--- src/rtl/amp_boot_pkg.sv ---
package amp_boot_pkg;

    typedef enum logic [2:0] {
        SQ_BOOT,
        SQ_HOLD_RST,
        SQ_WAKE,
        SQ_CFG,
        SQ_SETTLE,
        SQ_IDLE,
        SQ_XFER
    } seq_state_t;

    typedef enum logic [2:0] {
        TX_IDLE,
        TX_LOW,
        TX_HIGH,
        TX_GAP,
        TX_LATCH,
        TX_TAIL
    } tx_state_t;

    function automatic int unsigned max_of3(input int unsigned a, input int unsigned b,
                                            input int unsigned c);
        int unsigned m;
        m = (a > b) ? a : b;
        return (m > c) ? m : c;
    endfunction

endpackage

--- src/rtl/amp_wait_timer.sv ---
module amp_wait_timer #(
    parameter int TW = 8
) (
    input  logic          clk,
    input  logic          rst_n,
    input  logic          load,
    input  logic [TW-1:0] value,
    output logic          zero
);
    logic [TW-1:0] cnt;

    always_ff @(posedge clk) begin
        if (!rst_n)
            cnt <= '0;
        else if (load)
            cnt <= value;
        else if (cnt != '0)
            cnt <= cnt - 1'b1;
    end

    assign zero = (cnt == '0);
endmodule

--- src/rtl/amp_frame_tx.sv ---
module amp_frame_tx
    import amp_boot_pkg::*;
#(
    parameter int W    = 16,
    parameter int HALF = 5
) (
    input  logic         clk,
    input  logic         rst_n,
    input  logic         start,
    input  logic [W-1:0] word,
    output logic         ser_clk,
    output logic         ser_dat,
    output logic         ser_latch,
    output logic         busy,
    output logic         fin
);
    localparam int PW = (HALF > 1) ? $clog2(HALF) : 1;
    localparam int BW = (W > 2) ? $clog2(W) : 1;

    tx_state_t      st, nxt;
    logic [PW-1:0]  cnt;
    logic [BW-1:0]  bitn;
    logic [W-1:0]   shreg;
    logic           phase_end;
    logic           last_bit;

    assign phase_end = (cnt == PW'(HALF - 1));
    assign last_bit  = (bitn == BW'(W - 1));

    always_ff @(posedge clk) begin
        if (!rst_n)
            st <= TX_IDLE;
        else
            st <= nxt;
    end

    always_comb begin
        nxt = st;
        unique case (st)
            TX_IDLE:  if (start)     nxt = TX_LOW;
            TX_LOW:   if (phase_end) nxt = TX_HIGH;
            TX_HIGH:  if (phase_end) nxt = last_bit ? TX_GAP : TX_LOW;
            TX_GAP:   if (phase_end) nxt = TX_LATCH;
            TX_LATCH: if (phase_end) nxt = TX_TAIL;
            TX_TAIL:  if (phase_end) nxt = TX_IDLE;
            default:                 nxt = TX_IDLE;
        endcase
    end

    always_ff @(posedge clk) begin
        if (!rst_n) begin
            cnt   <= '0;
            bitn  <= '0;
            shreg <= '0;
        end else if (st == TX_IDLE) begin
            cnt <= '0;
            if (start) begin
                shreg <= word;
                bitn  <= '0;
            end
        end else begin
            cnt <= phase_end ? '0 : cnt + 1'b1;
            if (st == TX_HIGH && phase_end && !last_bit) begin
                shreg <= {shreg[W-2:0], 1'b0};
                bitn  <= bitn + 1'b1;
            end
        end
    end

    always_comb begin
        ser_clk   = (st == TX_HIGH);
        ser_latch = (st == TX_LATCH);
        ser_dat   = shreg[W-1];
        busy      = (st != TX_IDLE);
        fin       = (st == TX_TAIL) && phase_end;
    end
endmodule

--- src/rtl/amp_boot_ctl.sv ---
module amp_boot_ctl
    import amp_boot_pkg::*;
#(
    parameter int W        = 16,
    parameter int RST_CYC  = 10,
    parameter int WAKE_CYC = 100,
    parameter int HALF     = 5,
    parameter int MUTE_CYC = 250000000
) (
    input  logic         clk,
    input  logic         rst_n,
    input  logic [W-1:0] init_word,
    input  logic         wr_valid,
    input  logic [W-1:0] wr_data,
    output logic         wr_ready,
    output logic         amp_rst_n,
    output logic         amp_pwr_n,
    output logic         amp_mute_n,
    output logic         ser_clk,
    output logic         ser_dat,
    output logic         ser_latch,
    output logic         done
);
    localparam int unsigned TMAX = max_of3(RST_CYC, WAKE_CYC, MUTE_CYC);
    localparam int TW = $clog2(TMAX + 1);

    seq_state_t    st, nxt;
    logic          t_load;
    logic [TW-1:0] t_val;
    logic          t_zero;
    logic          tx_start;
    logic [W-1:0]  tx_word;
    logic          tx_busy;
    logic          tx_fin;

    amp_wait_timer #(.TW(TW)) u_timer (
        .clk   (clk),
        .rst_n (rst_n),
        .load  (t_load),
        .value (t_val),
        .zero  (t_zero)
    );

    amp_frame_tx #(.W(W), .HALF(HALF)) u_tx (
        .clk       (clk),
        .rst_n     (rst_n),
        .start     (tx_start),
        .word      (tx_word),
        .ser_clk   (ser_clk),
        .ser_dat   (ser_dat),
        .ser_latch (ser_latch),
        .busy      (tx_busy),
        .fin       (tx_fin)
    );

    always_ff @(posedge clk) begin
        if (!rst_n)
            st <= SQ_BOOT;
        else
            st <= nxt;
    end

    always_comb begin
        nxt      = st;
        t_load   = 1'b0;
        t_val    = '0;
        tx_start = 1'b0;
        tx_word  = wr_data;
        unique case (st)
            SQ_BOOT: begin
                t_load = 1'b1;
                t_val  = TW'(RST_CYC - 1);
                nxt    = SQ_HOLD_RST;
            end
            SQ_HOLD_RST: if (t_zero) begin
                t_load = 1'b1;
                t_val  = TW'(WAKE_CYC - 1);
                nxt    = SQ_WAKE;
            end
            SQ_WAKE: if (t_zero) begin
                tx_start = 1'b1;
                tx_word  = init_word;
                nxt      = SQ_CFG;
            end
            SQ_CFG: if (tx_fin) begin
                t_load = 1'b1;
                t_val  = TW'(MUTE_CYC - 1);
                nxt    = SQ_SETTLE;
            end
            SQ_SETTLE: if (t_zero) nxt = SQ_IDLE;
            SQ_IDLE: if (wr_valid && !tx_busy) begin
                tx_start = 1'b1;
                nxt      = SQ_XFER;
            end
            SQ_XFER: if (tx_fin) nxt = SQ_IDLE;
            default: nxt = SQ_BOOT;
        endcase
    end

    always_comb begin
        amp_rst_n  = 1'b0;
        amp_pwr_n  = 1'b0;
        amp_mute_n = 1'b0;
        wr_ready   = 1'b0;
        done       = 1'b0;
        unique case (st)
            SQ_BOOT, SQ_HOLD_RST: ;
            SQ_WAKE: amp_rst_n = 1'b1;
            SQ_CFG, SQ_SETTLE: begin
                amp_rst_n = 1'b1;
                amp_pwr_n = 1'b1;
            end
            SQ_IDLE, SQ_XFER: begin
                amp_rst_n  = 1'b1;
                amp_pwr_n  = 1'b1;
                amp_mute_n = 1'b1;
                done       = 1'b1;
                wr_ready   = (st == SQ_IDLE) && !tx_busy;
            end
            default: ;
        endcase
    end
endmodule

--- config.mk ---
export PLATFORM = sky130hd
export DESIGN_NAME = amp_boot_ctl
export DESIGN_NICKNAME = d
export VERILOG_FILES = /design/src/rtl/amp_boot_pkg.sv /design/src/rtl/amp_wait_timer.sv /design/src/rtl/amp_frame_tx.sv /design/src/rtl/amp_boot_ctl.sv
export SDC_FILE = /design/constraint.sdc
export NUM_CORES = 1
export LEC_CHECK = 0
export CORE_ASPECT_RATIO = 1.2
export CORE_MARGIN = 3
export CORE_UTILIZATION = 36
export CTS_CLUSTER_SIZE = 20
export DETAILED_ROUTE_END_ITERATION = 8
export GPL_TIMING_DRIVEN = 0
export PLACE_DENSITY = 0.66
export SLEW_MARGIN = 20
export SYNTH_ARGS = -nofsm -noshare
export SYNTH_HDL_FRONTEND = slang
export SYNTH_SLANG_ARGS = --single-unit
--- constraint.sdc ---
create_clock -name clk -period 3.6 [get_ports clk]
set_input_delay 0.36 -clock clk [delete_from_list [all_inputs] [get_ports clk]]
set_output_delay 0.36 -clock clk [all_outputs]
set_load 0.05 [all_outputs]
# Yosys cells after proc, flatten, opt, wreduce, memory -nomap -nowiden
# Cells that the tools add are included.
word_totals:
  in_bits: 35
  elab_cells: 93
  output_inout_bits: 8
  reg_bits: 57
classes:
  n_eq_ne: 25
  n_mux: 37
  n_bitwise: 1
  add_sub_neg: 3
  reduce_logical: 21
op_table:
  columns: ["op", "n"]
  rows:
  - ["$mux 28", 3]
  - ["$pmux 28 s3", 1]
  - ["$mux 16", 5]
  - ["$mux 3", 12]
  - ["$logic_not 28->1", 1]
  - ["$reduce_bool 28->1", 1]
  - ["$sub 28x1->28 const B", 1]
  - ["$pmux 3 s7", 1]
  - ["$eq 3x3->1 const B", 6]
  - ["$pmux 3 s6", 1]
  - ["$ne 2x2->1 const B", 7]
  - ["$eq 3x2->1 const B", 4]
  - ["$mux 4", 3]
  - ["$reduce_and 6->1", 2]
  - ["$ne 2x1->1 const B", 5]
  - ["$mux 1", 7]
  - ["$mux 7", 1]
  - ["$eq 3x1->1 const B", 2]
  - ["$logic_not 3->1", 2]
  - ["$logic_and 1x1->1", 5]
  - ["$reduce_or 5->1", 1]
  - ["$add 4x1->4 const B", 1]
  - ["$eq 4x4->1 const B", 1]
  - ["$reduce_bool 2->1", 2]
  - ["other kinds (11)", 12]

# Longest topological paths before layout
# Gate-level depths: netlist of run 1.
depth:
  ltp_word: 7
  ltp_mapped: 9
  ltp_nobuf: 7

# By module
# From an unflattened synthesis of run 1, not the netlist that was laid out.
hier_totals:
  cells_unflattened: 395
  area_unflattened_um2: 3384.5
modules_own_cells:
  columns: ["module", "cells_per_inst", "seq_area_each_um2", "instances", "area_each_um2"]
  rows:
  - ["amp_wait_timer", 196, 560.5, 1, 1552.7]
  - ["amp_frame_tx", 138, 520.5, 1, 1281.2]
  - ["amp_boot_ctl", 61, 60.1, 1, 550.5]

# Least setup slack after synthesis of run 1
# No wires, ideal clock.
synth_timing:
  path_kind: "register to register"
  start: "reg u_tx.st[1]"
  end: "reg u_tx.shreg[0]"
  arrival_ps: 3053
  setup_time_ps: 117
  required_ps: 3483
  setup_slack_ps: 429
  stages_incl_launch_ff: 9
  synth_period_minus_slack_ps: 3171
  path_buffers: 3
  cell_sequence: "dfxtp_1 > clkbuf_1 > nor3b_1 > and4_1 > a21oi_1 > and2_1 > buf_2 > buf_6 > a32o_1"
synth_via:
  word_cells_on_any_way: 13
  cone_classes: "eq/ne: 2; mux: 3; reduce/logical: 8"
synth_rtl:
  columns: ["item", "line", "source"]
  rows:
  - ["start: declaration", "amp_frame_tx.sv:20", "tx_state_t st, nxt;"]
  - ["start signal: assignment", "amp_frame_tx.sv:34", "st <= nxt;"]
  - ["$eq 3x2->1", null, null]
  - ["net ser_clk", "amp_boot_ctl.sv:19", "output logic ser_clk,"]
  - ["$logic_and 1x1->1 (2 in a row)", "amp_frame_tx.sv:63", "if (st == TX_HIGH && phase_end && !last_bit) begin"]
  - ["$reduce_bool 2->1 (no line)", null, null]
  - ["$reduce_and 2->1 (no line)", null, null]
  - ["end signal: assignment", "amp_frame_tx.sv:58", "shreg <= word;"]
  - ["end signal: assignment", "amp_frame_tx.sv:64", "shreg <= {shreg[W-2:0], 1'b0};"]
  - ["end: declaration", "amp_frame_tx.sv:23", "logic [W-1:0] shreg;"]
# The timed path passes the listed nets, and every way through them passes these cells.
# A chain may end at the register's enable or synchronous reset.

# Worst setup path after layout of run 1
layout_timing:
  start: "reg u_timer.cnt[0]"
  end: "reg u_timer.cnt[26]"
layout_via:
  elab_chain_len: 4
  word_cells_on_any_way: 8
  cone_classes: "add/sub: 1; mux: 4; reduce/logical: 3"
layout_lines:
  columns: ["item", "line", "source"]
  rows:
  - ["start: declaration", "amp_wait_timer.sv:10", "logic [TW-1:0] cnt;"]
  - ["start signal: assignment", "amp_wait_timer.sv:16", "cnt <= value;"]
  - ["start signal: assignment", "amp_wait_timer.sv:18", "cnt <= cnt - 1'b1;"]
  - ["parallel branches: the longest is 4 deep, another holds $sub 28x1->28", null, null]
# Parallel ways; which one is timed is not known. The select of a mux whose other input is x is not followed.

==> results.yml, run 1 <==
global_route:
  grt_overflow_total: 0
  grt_pass1_wl_um: 15800
  grt_use_total_pct: 18.0
  antenna_found_initial: 0
  grt_max_degree: 11
  grt_pass1_vias: 3382
run:
  cap_viol_max_count: 0
drt:
  wl_per_cell_um: 15.3
  wl_met3_um: 384
  vias: 3475
  ant_nets: 0
  drc_errors: 0
  wl_met1_um: 4130
  top_layer: "met4"
  drt_iter0_drc: 142
  wl_um: 9320
  met2_length_um: 4650
  via_per_inst: 5.72
  first_pass_iters: 5
layout:
  stdcell_count: 608
  nets: 522
  layout_commonest_cell: "dfxtp_1"
  drive_above_1_share_pct: 11.5
  area_growth_pct: 22.2
  layout_common_cells: "57 x dfxtp_1, 51 x nor2_1, 42 x clkdlybuf4s50_1, 36 x a21oi_1, 27 x clkbuf_1"
  antenna-diode-count: 0
sta:
  setup_viol: 0
  tightest_slew_ns: 0.991
  finalCritPeriodShare_pct: 86.3
  slew_headroom_pct: 33.4
  setup_slack_ns: 0.495
  min_period_ns: 3.11
  fin_hold_ws_ns: 0.445
  rsz0062_at_grt: "false"
  clock_skew_ns: 0.0105
  fmax_mhz: 322
  report.final.slew_viol_count: 0
  tns_ns: 0
  hold_viol_final: 0
synthesis:
  syn-mean-instance-area_um2: 8.16
  ys_async_sr_fraction_pct: 0
  synth_mux_area_share_pct: 6.45
  synth_cells: 430
  synth_compound_area_share_pct: 22.5
  synth_edf_count: 0
  netlist.area_leader.share_pct: 32.5
  ys_warn_count: 0
  ys_ff_latch: 57
  syn_area_um2: 3510
  yosysUniqueCellTypes: 59
  synth-simple-area-share_pct: 29.1
  synth_seq_area_share_pct: 32.5
  synth-main-ff-cell: "dfxtp_1"
  ys_top_cells_by_area: "dfxtp_1 33%, nor2_1 5.5%, a21oi_1 5.1%, nand4_1 3.9%, o21ai_0 3.4%"
  synth_xor_area_share_pct: 2.25
  synth_top_family_by_area: "simple AND/OR/NAND/NOR gates"
  synth_area_leader_cell: "dfxtp_1"
  synth_fa_ha_area_share_pct: 1.71
  synth_fp_nets: 469
cts:
  ctsResizeCount: 0
  post_cts_buffers: 0
  cts_tree: "yes"
  ctsHoldBuffers: 0
  cts.sinks: 57
  clk_latency_ns: 0.35
  htreeDepth: 3
  cts_buffers: 9
  ctsLongestPathBuffers: 2
  clk_pin_slew_worst_paths_ns: 0.06
  clock-root-buffer: "clkbuf_8"
floorplan:
  dieWidth_um: 96.1
  initial_utilization_pct: 37.9
  rows: 38
  die_area_um2: 11000
  ioPinCount: 43
  die_h_um: 114
  core_um2: 9270
critical_path:
  cp_data_required_time_ns: 3.80
  worstSetupPathType: "reg2reg"
  cp-end-kind: "flip-flop"
  critPathArrivalTime_ns: 3.31
  cp-start-kind: "flip-flop"
  cp_max_fo: 10
placed_design:
  place_hpwl_um: 6770
  gp_congestion: 0.866
  io_buffers: 42
  dp_slack_ns: 0.568
  place_inst: 592
power_and_ir_drop:
  leakagePower_nw: 1.59
  powerDensity_nw_per_um2: 878
  ir_drop_v: 0.000338
outcome:
  status: "completed"
min_path:
  hold_path.class: "reg2reg"
## power breakdown
part           switching, mW  total (mW)  leakage, nW  internal [mW]
clock                  0.261       0.637        0.107          0.376
combinational           1.33        2.17         1.02          0.848
sequential             0.173       0.952        0.462          0.780
## flip-flops by register name, indices dropped and copies added, names as in the netlist
register     count
u_tx.bitn        4
u_tx.cnt         3
u_timer.cnt     28
st               3
u_tx.st          3
u_tx.shreg      16
## routing by layer
metal / vias up / track usage (%)
met4: 0 / 7.21
met1: 1644 / 22.6
met5: - / 0
met2: 91 / 30.3
met3: 16 / 2.76
li1: 1724 / -
## critical path, cell delays in order (launching register included)
cell and delay (ns):
dfxtp_1 0.32, inv_1 0.09, ha_1 0.22, or4b_4 0.52, nor4_4 0.62, o2111ai_1 0.34
nand2_1 0.33, clkbuf_1 0.44, a21oi_1 0.08
## metrics by stage
stage / area, um^2 / total power, mW / util, %
global route: 4290 / 4.07 / 46.2
finish: 4290 / 3.76 / 46.2
detailed placement: 4080 / 3.11 / 44.0
CTS: 4290 / 3.76 / 46.2
global placement: 4080 / 3.06 / 44.0
floorplan: 3510 / 2.60 / -
## synth_stat cells (11+ instances only)
| cell type | count |
|---|---|
| dfxtp_1 | 57 |
| nor2_1 | 51 |
| a21oi_1 | 36 |
| clkbuf_1 | 25 |
| o21ai_0 | 24 |
| nand4_1 | 22 |
| nand2_1 | 19 |
| nor3_1 | 16 |
| or3_1 | 13 |
| inv_1 | 11 |
| nor4_1 | 11 |
| o211ai_1 | 11 |
## path summary, 6_finish.rpt
kind                                                   from  slack, ns  cells past startpoint                      endpoint
worst max-delay path            u_timer.cnt[0]$_SDFFE_PN0P_       0.49                      8  u_timer.cnt[26]$_SDFFE_PN0P_
worst min-delay path                 u_tx.cnt[0]$_SDFF_PP0_       0.45                      1        u_tx.cnt[0]$_SDFF_PP0_
worst max register to register  u_timer.cnt[0]$_SDFFE_PN0P_       0.49                      8  u_timer.cnt[26]$_SDFFE_PN0P_
worst min register to register       u_tx.cnt[0]$_SDFF_PP0_       0.45                      1        u_tx.cnt[0]$_SDFF_PP0_
## cell type report
class	count	area (um^2)
fill	924	4980
inverter	11	41.3
tap	120	150
sequential	57	1140
clock inverter	2	35.0
buffer	34	151
clock buffer	14	173
timing repair buffer	42	420
multi-input combinational	328	2180
## cell families (layout without fill, tap and decap cells)
logic type | after synthesis | in the layout
XOR/XNOR | 9 | 9
multiplexers | 18 | 18
buffers and inverters | 45 | 103
AND/OR/NAND/NOR | 179 | 179
flip-flops | 57 | 57
AO/OA/AOI/OAI | 117 | 117
adder cells (fa/ha/maj) | 5 | 5
No activity file was read; power rests on OpenSTA's default activity.
==> run 2, diff against run 1 <==
--- a/config.mk
+++ b/config.mk
@@ -5,13 +5,15 @@
 export SDC_FILE = /design/constraint.sdc
 export NUM_CORES = 1
 export LEC_CHECK = 0
+export CELL_PAD_IN_SITES_DETAIL_PLACEMENT = 0
+export CELL_PAD_IN_SITES_GLOBAL_PLACEMENT = 1
 export CORE_ASPECT_RATIO = 1.2
 export CORE_MARGIN = 3
 export CORE_UTILIZATION = 36
 export CTS_CLUSTER_SIZE = 20
 export DETAILED_ROUTE_END_ITERATION = 8
 export GPL_TIMING_DRIVEN = 0
-export PLACE_DENSITY = 0.66
+export PLACE_DENSITY = 0.81
 export SLEW_MARGIN = 20
 export SYNTH_ARGS = -nofsm -noshare
 export SYNTH_HDL_FRONTEND = slang
==> results.yml, run 2 (synthesis results as in run 1) <==
layout:
  antenna-diode-count: 0
  drive_above_1_share_pct: 11.9
  stdcell_count: 608
  area_growth_pct: 22.8
  reg_top3: "u_timer.cnt x28, u_tx.shreg x16, u_tx.bitn x4"
  layout_commonest_cell: "dfxtp_1"
  largest_register: "u_timer.cnt"
  layout_common_cells: "57 x dfxtp_1, 51 x nor2_1, 42 x clkdlybuf4s50_1, 36 x a21oi_1, 25 x clkbuf_1"
  fin_area_um2: 4310
  largest_reg_flops: 28
  nets: 522
cts:
  clk_latency_ns: 0.35
  post_cts_buffers: 0
  ctsLongestPathBuffers: 2
  cts_buffers: 9
  ctsHoldBuffers: 0
  ctsResizeCount: 0
  clk_pin_slew_worst_paths_ns: 0.07
  cts_tree: "yes"
  cts.sinks: 57
  clock-root-buffer: "clkbuf_8"
  htreeDepth: 3
critical_path:
  r2r-start: "u_timer.cnt[0]$_SDFFE_PN0P_"
  worstSetupPathType: "reg2reg"
  reg2reg_to: "u_timer.cnt[25]$_SDFFE_PN0P_"
  cp_data_required_time_ns: 3.81
  cp_slowest_cell: "nor4_4"
  path_delay_family: "simple AND/OR/NAND/NOR gates"
  cp_max_fo: 10
  cp-start-kind: "flip-flop"
  crit_path_end: "u_timer.cnt[25]$_SDFFE_PN0P_"
  crit_path_start: "u_timer.cnt[0]$_SDFFE_PN0P_"
  crit_buf_inv: 2
  critPathArrivalTime_ns: 3.28
  cpPeakStageDelay_ns: 0.63
  reg2reg_depth: 8
  r2r_setup_slack_ns: 0.53
  cp-end-kind: "flip-flop"
  cp_cell_sequence: "inv_1, ha_1, or4b_4, nor4_4, nand4_1, clkbuf_1, o211ai_1, a21oi_1"
  crit_cells: 8
run:
  cap_viol_max_count: 0
drt:
  wl_um: 9480
  ant_nets: 0
  top_layer: "met4"
  drt_iter0_drc: 166
  first_pass_iters: 4
  via_per_inst: 5.69
  wl_met3_um: 407
  met2_length_um: 4570
  drc_errors: 0
  wl_met1_um: 4240
  wl_per_cell_um: 15.6
  vias: 3460
min_path:
  holdPathStages: 1
  hold_path.class: "reg2reg"
sta:
  tns_ns: 0
  rsz0062_at_grt: "false"
  hold_viol_final: 0
  setup_viol: 0
  tightest_slew_ns: 1.05
  fmax_mhz: 326
  report.final.slew_viol_count: 0
  min_period_ns: 3.07
  clock_skew_ns: 0.0101
  finalCritPeriodShare_pct: 85.3
  slew_headroom_pct: 29.6
global_route:
  grt_max_degree: 11
  grt_pass1_wl_um: 15900
  grt_overflow_total: 0
  antenna_found_initial: 0
  grt_use_total_pct: 18.3
  grt_pass1_vias: 3359
floorplan:
  die_area_um2: 11000
  rows: 38
  core_um2: 9270
  initial_utilization_pct: 37.9
  die_h_um: 114
  ioPinCount: 43
  dieWidth_um: 96.1
placed_design:
  io_buffers: 42
  place_hpwl_um: 6890
  gp_congestion: 0.868
  placed_area_um2: 4080
  place_inst: 592
power_and_ir_drop:
  leakagePower_nw: 1.60
  ir_drop_v: 0.000362
  powerDensity_nw_per_um2: 893
  p_total_mw: 3.85
outcome:
  status: "completed"
==> run 2: cell types whose count changed in the layout (fill, tap and decap cells not counted), sizes merged <==
cell | previous run | this run
clkinv | 1 | 2
clkbuf | 39 | 36
bufinv | 1 | 2
clkinvlp | 0 | 1
==> run 2: how the worst min path moves through the flow <==
stage | start | endpoint
after floorplan | u_tx.cnt[0]$_SDFF_PP0_ | u_tx.cnt[0]$_SDFF_PP0_
after global placement | u_tx.cnt[0]$_SDFF_PP0_ | u_tx.cnt[0]$_SDFF_PP0_
after detailed placement | u_tx.cnt[0]$_SDFF_PP0_ | u_tx.cnt[0]$_SDFF_PP0_
after CTS | u_tx.cnt[0]$_SDFF_PP0_ | u_tx.cnt[0]$_SDFF_PP0_
after global routing | u_tx.shreg[1]$_SDFFE_PN0P_ | u_tx.shreg[1]$_SDFFE_PN0P_
final | u_tx.cnt[0]$_SDFF_PP0_ | u_tx.cnt[0]$_SDFF_PP0_
==> run 2: per-layer routing <==
metal,vias to the layer above,GRT usage [%]
met1,1619,22.9
met3,22,3.55
met4,0,7.69
met2,94,30.1
met5,-,0
li1,1725,-
==> run 2: report_power, final <==
group	switching [mW]	leakage, nW	internal (mW)	total, mW
Sequential	0.171	0.462	0.780	0.951
Combinational	1.35	1.02	0.849	2.20
Clock	0.272	0.115	0.425	0.697
==> run 2: per-stage QoR <==
stage / setup WS, ns / hold slack [ns] / utilization [%]
after global placement: 0.599 / 0.429 / 44.0
final: 0.528 / 0.459 / 46.5
after CTS: 0.578 / 0.466 / 46.5
after global routing: 0.324 / 0.491 / 46.5
after detailed placement: 0.612 / 0.456 / 44.0
after floorplan: 0.429 / 0.417 / -
==> run 2: cell type report <==
| class | instances | area (um^2) |
|---|---|---|
| buffer | 34 | 151 |
| clock buffer | 11 | 151 |
| clock inverter | 5 | 77.6 |
| fill | 937 | 4960 |
| inverter | 11 | 41.3 |
| multi-input combinational | 328 | 2180 |
| sequential | 57 | 1140 |
| tap | 120 | 150 |
| timing repair buffer | 42 | 420 |
==> run 3, diff against run 2 <==
--- a/config.mk
+++ b/config.mk
@@ -10,7 +10,7 @@
 export CORE_ASPECT_RATIO = 1.2
 export CORE_MARGIN = 3
 export CORE_UTILIZATION = 36
-export CTS_CLUSTER_SIZE = 20
+export CTS_CLUSTER_SIZE = 25
 export DETAILED_ROUTE_END_ITERATION = 8
 export GPL_TIMING_DRIVEN = 0
 export PLACE_DENSITY = 0.81
==> results of run 3 <==
Same layout as run 2: the final DEF is identical, and so are final timing and power.
